===== config.mk =====
export PLATFORM = sky130hd
export DESIGN_NAME = poll_capture_unit
export DESIGN_NICKNAME = d
export VERILOG_FILES = /design/src/rtl/poll_cap_pkg.sv /design/src/rtl/pc_req_latch.sv /design/src/rtl/pc_decision.sv /design/src/rtl/pc_capture.sv /design/src/rtl/poll_capture_unit.sv
export SDC_FILE = /design/constraint.sdc
export NUM_CORES = 1
export LEC_CHECK = 0
export ABC_AREA = 1
export BUFFER_PORTS_ARGS = -buffer_cell sky130_fd_sc_hd__buf_2
export CORE_UTILIZATION = 43
export DETAILED_ROUTE_END_ITERATION = 6
export PLACE_DENSITY = 0.82
export SLEW_MARGIN = 10
export SYNTH_ARGS = -nofsm -noshare
export SYNTH_HDL_FRONTEND = slang
export SYNTH_SLANG_ARGS = --single-unit

===== constraint.sdc =====
create_clock -name clk -period 1 [get_ports clk]
set_clock_uncertainty 0.05 [all_clocks]
set_input_delay 0 -clock clk [delete_from_list [all_inputs] [get_ports clk]]
set_output_delay 0 -clock clk [all_outputs]
set_load 0.01 [all_outputs]

===== src/rtl/poll_cap_pkg.sv =====
package poll_cap_pkg;
  typedef enum logic {
    KIND_IRQ = 1'b0,
    KIND_CS  = 1'b1
  } poll_kind_e;
endpackage


===== src/rtl/pc_req_latch.sv =====
module pc_req_latch #(
  parameter int LEVEL_W = 4,
  localparam int LINES = 1 << LEVEL_W
) (
  input  logic               clk,
  input  logic               chan_rst,
  input  logic               irq_req,
  input  logic               cs_req,
  input  logic               burst_req,
  input  logic [LEVEL_W-1:0] dev_level,
  input  logic               release_pulse,
  input  logic               release_kind,
  input  logic               more_xfer,
  output logic               irq_q,
  output logic               cs_q,
  output logic               burst_q,
  output logic [LINES-1:0]   req_bus,
  output logic               bus_active
);
  import poll_cap_pkg::*;

  // pending request latches; a new strobe wins over a release in the same cycle
  always_ff @(posedge clk) begin
    if (chan_rst) begin
      irq_q   <= 1'b0;
      cs_q    <= 1'b0;
      burst_q <= 1'b0;
    end else begin
      if (release_pulse && !more_xfer) begin
        if (poll_kind_e'(release_kind) == KIND_CS) begin
          cs_q    <= 1'b0;
          burst_q <= 1'b0;
        end else begin
          irq_q <= 1'b0;
        end
      end
      if (irq_req) irq_q <= 1'b1;
      if (cs_req) begin
        cs_q    <= 1'b1;
        burst_q <= burst_req;
      end
    end
  end

  // registered level decode onto the request lines
  for (genvar i = 0; i < LINES; i++) begin : g_line
    always_ff @(posedge clk) begin
      if (chan_rst) req_bus[i] <= 1'b0;
      else          req_bus[i] <= (irq_q || cs_q) && (dev_level == LEVEL_W'(i));
    end
  end

  assign bus_active = |req_bus;
endmodule


===== src/rtl/pc_decision.sv =====
module pc_decision #(
  parameter int LEVEL_W = 4,
  localparam int ID_W = LEVEL_W + 1
) (
  input  logic               clk,
  input  logic               chan_rst,
  input  logic               poll_tag,
  input  logic               poll_prime,
  input  logic [ID_W-1:0]    poll_id,
  input  logic [LEVEL_W-1:0] dev_level,
  input  logic               irq_q,
  input  logic               cs_q,
  input  logic               burst_q,
  input  logic               bus_active,
  input  logic               cap_busy,
  output logic               dec_q,
  output logic               dec_burst_q,
  output logic               dec_kind_q
);
  import poll_cap_pkg::*;

  poll_kind_e         id_kind;
  logic [LEVEL_W-1:0] id_level;
  logic               kind_pending;
  logic               take;

  assign id_kind      = poll_kind_e'(poll_id[LEVEL_W]);
  assign id_level     = poll_id[LEVEL_W-1:0];
  assign kind_pending = (id_kind == KIND_CS) ? cs_q : irq_q;
  // bus_active is the registered line: a request not yet on the bus lags
  assign take = poll_prime && !cap_busy && bus_active &&
                (id_level == dev_level) && kind_pending;

  // tracks while the tag is low, frozen while it is high
  always_ff @(posedge clk) begin
    if (chan_rst) begin
      dec_q       <= 1'b0;
      dec_burst_q <= 1'b0;
      dec_kind_q  <= 1'b0;
    end else if (!poll_tag) begin
      dec_q       <= take;
      dec_burst_q <= (id_kind == KIND_CS) && burst_q;
      dec_kind_q  <= id_kind;
    end
  end
endmodule


===== src/rtl/pc_capture.sv =====
module pc_capture (
  input  logic clk,
  input  logic chan_rst,
  input  logic poll_tag,
  input  logic dec_q,
  input  logic dec_burst_q,
  input  logic dec_kind_q,
  input  logic svc_gate,
  input  logic gate_ret_seen,
  output logic poll_return,
  output logic burst_return,
  output logic poll_propagate,
  output logic captured,
  output logic svc_capture,
  output logic release_pulse,
  output logic release_kind
);
  logic tag_q;
  logic tag_rise;

  assign tag_rise      = poll_tag && !tag_q;
  assign release_pulse = svc_capture && gate_ret_seen;

  always_ff @(posedge clk) begin
    if (chan_rst) begin
      tag_q          <= 1'b0;
      poll_return    <= 1'b0;
      burst_return   <= 1'b0;
      poll_propagate <= 1'b0;
      captured       <= 1'b0;
      svc_capture    <= 1'b0;
      release_kind   <= 1'b0;
    end else begin
      tag_q <= poll_tag;
      if (!poll_tag) begin
        poll_return    <= 1'b0;
        burst_return   <= 1'b0;
        poll_propagate <= 1'b0;
      end else if (tag_rise) begin
        if (dec_q) begin
          captured     <= 1'b1;
          release_kind <= dec_kind_q;
          poll_return  <= !dec_burst_q;
          burst_return <= dec_burst_q;
        end else begin
          poll_propagate <= 1'b1;
        end
      end
      if (captured && svc_gate) svc_capture <= 1'b1;
      if (release_pulse) begin
        captured    <= 1'b0;
        svc_capture <= 1'b0;
      end
    end
  end
endmodule


===== src/rtl/poll_capture_unit.sv =====
module poll_capture_unit #(
  parameter int LEVEL_W = 4,
  localparam int LINES = 1 << LEVEL_W,
  localparam int ID_W = LEVEL_W + 1
) (
  input  logic               clk,
  input  logic               rst,
  input  logic               sys_reset,
  input  logic               por_reset,
  input  logic               halt_mchk,
  input  logic [LEVEL_W-1:0] dev_level,
  input  logic               irq_req,
  input  logic               cs_req,
  input  logic               burst_req,
  input  logic               more_xfer,
  input  logic [ID_W-1:0]    poll_id,
  input  logic               poll_tag,
  input  logic               poll_prime,
  input  logic               svc_gate,
  input  logic               gate_ret_seen,
  output logic [LINES-1:0]   req_bus,
  output logic               poll_return,
  output logic               burst_return,
  output logic               poll_propagate,
  output logic               captured,
  output logic               svc_capture
);
  logic chan_rst;
  logic irq_q, cs_q, burst_q, bus_active;
  logic dec_q, dec_burst_q, dec_kind_q;
  logic release_pulse, release_kind;

  assign chan_rst = rst || sys_reset || por_reset || halt_mchk;

  pc_req_latch #(.LEVEL_W(LEVEL_W)) u_req (
    .clk(clk), .chan_rst(chan_rst), .irq_req(irq_req), .cs_req(cs_req),
    .burst_req(burst_req), .dev_level(dev_level),
    .release_pulse(release_pulse), .release_kind(release_kind),
    .more_xfer(more_xfer), .irq_q(irq_q), .cs_q(cs_q), .burst_q(burst_q),
    .req_bus(req_bus), .bus_active(bus_active)
  );

  pc_decision #(.LEVEL_W(LEVEL_W)) u_dec (
    .clk(clk), .chan_rst(chan_rst), .poll_tag(poll_tag),
    .poll_prime(poll_prime), .poll_id(poll_id), .dev_level(dev_level),
    .irq_q(irq_q), .cs_q(cs_q), .burst_q(burst_q), .bus_active(bus_active),
    .cap_busy(captured), .dec_q(dec_q), .dec_burst_q(dec_burst_q),
    .dec_kind_q(dec_kind_q)
  );

  pc_capture u_cap (
    .clk(clk), .chan_rst(chan_rst), .poll_tag(poll_tag), .dec_q(dec_q),
    .dec_burst_q(dec_burst_q), .dec_kind_q(dec_kind_q), .svc_gate(svc_gate),
    .gate_ret_seen(gate_ret_seen), .poll_return(poll_return),
    .burst_return(burst_return), .poll_propagate(poll_propagate),
    .captured(captured), .svc_capture(svc_capture),
    .release_pulse(release_pulse), .release_kind(release_kind)
  );
endmodule


==> impl_metrics.py <==
metrics = {
    "global_routing": {
        "grt_pass1_wl_um": 4090,
        "gr-total-overflow": 0,
        "grtUsageTotal": 0.201,
        "grt_antenna_before_repair": 0,
        "grt_pass1_vias": 1037,
        "grt_max_degree": 11,
    },
    "setup_path": {
        "critical-path-max-stage-delay_ns": 0.53,
        "path_max_fanout": 6,
        "arrival_ns": 1.15,
        "cp_cell_sequence": "dlygate4sd3_1, buf_2, inv_1, nor3_1, o21a_1",
        "crit_cells": 5,
        "cp-start-kind": "input pin",
        "cp_num_buf_inv": 3,
        "critPathRequiredTime_ns": 1.17,
        "path_class": "in -> reg",
        "cpLargestDelayFamily": "buffers and inverters",
        "reg2regPathDepth": 4,
        "end_kind": "register",
        "critPathSlowestCell": "dlygate4sd3_1",
    },
    "routing": {
        "drc": 0,
        "finalWirelength_um": 2520,
        "wl_per_cell_um": 10.2,
        "drt_iter0_markers": 11,
        "vias": 1157,
        "ant_nets": 0,
        "drt-pass1-iter-count": 4,
        "viasPerCell": 4.70,
    },
    "timing": {
        "max_freq_ghz": 1.02,
        "tightest_slew_ns": 0.239,
        "drv_slew": 0,
        "relSlewSlack": 0.841,
        "post-route-min-period_ns": 0.979,
        "whs_ns": 0.0332,
        "tns_ns": 0,
        "fin_crit_sh": 0.979,
        "setup_violations": 0,
        "final_hold_viol_count": 0,
    },
    "floorplan": {
        "initial_core_util": 0.464,
        "ioPinCount": 43,
        "core_area_sq_mm": 0.00252,
        "die_w_um": 54.2,
        "rows": 18,
        "die_area_sq_mm": 0.00293,
        "fp.dieH_um": 54.2,
    },
    "pwr": {
        "max-vdd-ir-drop_v": 0.000824,
        "p_leak_nw": 0.829,
        "pwr_density_cell_mw_per_mm2": 1190,
    },
    "final_layout": {
        "utilization": 0.664,
        "layout_common_cells": "buf_2 (41), nand2_1 (29), nor2_1 (27)",
        "seqCellArea_sq_um": 592,
        "final_nets": 237,
        "design_area_sq_mm": 0.00167,
        "antenna_cells": 0,
        "syn_to_final_growth_pct": 43.1,
        "multi_input_area_sq_um": 519,
        "regMostFlops": "u_req.req_bus",
        "largest_reg_flops": 16,
        "fill_cells": 232,
        "final_cells": 246,
        "layout-drive-gt1-share": 0.375,
        "final_common_cell": "buf_2",
    },
    "synth": {
        "synth.area.mux_share": 0,
        "synth.top_cell.area_share": 0.496,
        "syn-instance-count": 149,
        "postSynth.asyncResetShare": 0,
        "synth.avg_cell_area_sq_um": 7.85,
        "ys_seq_elements": 29,
        "synthAdderAreaFrac": 0,
        "synth-compound-area-share": 0.0759,
        "synth_edf_count": 0,
        "syn_area_sq_mm": 0.00117,
        "synth_top_family_by_area": "simple AND/OR/NAND/NOR gates",
        "synth_area_leaders": "dfxtp_1 (50%), nor2_1 (9.9%), nand2_1 (9.3%)",
        "synth.largest_area_cell": "dfxtp_1",
        "yosys_warnings": 0,
        "synth-xor-area-share": 0.0150,
        "synthFlopType": "dfxtp_1",
        "synth-simple-area-share": 0.329,
        "yosysSeqAreaShare": 0.496,
        "synth_nets": 171,
        "yosysUniqueCellTypes": 23,
    },
    "min_path": {
        "hp-class": "in -> reg",
        "whs_path_depth": 6,
    },
    "clock_network": {
        "cts.path.max_buffers": 2,
        "cts.sink_count": 29,
        "cts_root_buf": "clkbuf_4",
        "cts_max_level": 2,
        "numCtsBuffers": 5,
        "clkLatencyLatePin_ns": 0.32,
        "clk_pin_slew_ns": 0.08,
        "cts_tree": "built",
    },
    "placement": {
        "io_buffer_count": 42,
        "gp_congestion": 0.809,
        "place_area_sq_mm": 0.00144,
        "hpwlAfterDp_um": 1910,
        "placed_cells": 224,
    },
    "run": {
        "cap_viol_max_count": 0,
    },
    "outcome": {
        "status": "completed",
    },
}
-- timing repair --
action / CTS / global route
endpoints found under the setup margin: 8 / 14
hold endpoints to repair: 26 / 0
resized for setup: 3 / 15
cloned: 0 / 0
setup buffers: 0 / 1
pin swaps: 2 / 6
hold buffers: 13 / 0
-- per-layer routing --
| metal | vias up | GRT usage | part of all wire |
|---|---|---|---|
| li1 | 598 | - | - |
| met1 | 513 | 0.200 | 0.40 |
| met2 | 41 | 0.370 | 0.52 |
| met3 | 5 | 0.0876 | 0.072 |
| met4 | 0 | 0.0641 | 0.012 |
| met5 | - | 0 | 0 |
-- worst paths after layout --
check / from / end / slack (ns)
hold reg to reg: u_dec.dec_kind_q / u_dec.dec_kind_q / 0.41
setup / recovery: poll_tag / u_cap.poll_propagate / 0.02
setup reg to reg: u_cap.svc_capture / u_req.burst_q / 0.05
hold / removal: por_reset / u_cap.svc_capture / 0.03
-- cell families (layout without fill, tap and decap cells) --
group | Yosys count | count (layout)
AO/OA/AOI/OAI | 15 | 15
XOR/XNOR | 2 | 2
buffers and inverters | 24 | 91
flip-flops | 29 | 29
AND/OR/NAND/NOR | 79 | 79
-- area by class of cell --
| type | instances | area share |
|---|---|---|
| Clock inverter | 2 | 0.00598 |
| Sequential cell | 29 | 0.354 |
| Inverter | 24 | 0.0583 |
| Clock buffer | 6 | 0.0247 |
| Tap cell | 30 | 0.0224 |
| Timing Repair Buffer | 59 | 0.225 |
| Multi-Input combinational cell | 96 | 0.310 |
-- tightest hold or removal path: cells and delay by family --
| family | cells | cell delay (ns) |
|---|---|---|
| and+or+nand+nor | 4 | 0.25 |
| buffers and inverters | 2 | 0.12 |
-- synth_stat cells (2+ instances only) --
cell	count
nand3_2	2
inv_2	2
nor2_8	2
dfxtp_1	29
nand4_1	5
inv_1	20
nand2_4	2
nand3_1	2
o21ai_0	4
nor2_1	31
a21oi_2	2
nand2_1	29
a21oi_1	7
nor3_1	3
-- where the power goes --
group | switching (mW) | internal, mW
clock | 0.381 | 0.267
sequential | 0.00278 | 1.16
combinational | 0.0966 | 0.0944
total | 0.481 | 1.52
-- per-stage QoR --
| step | total power [mW] | setup slack (ns) |
|---|---|---|
| final | 2.00 | 0.0207 |
| after global routing | 2.10 | -0.00428 |
| after CTS | 2.02 | 0.00326 |
| after detailed placement | 1.33 | -0.0289 |
| after global placement | 1.33 | 0.0246 |
| after floorplan | 1.26 | 0.0218 |
Note: power is estimated with default switching activity, not from simulation.
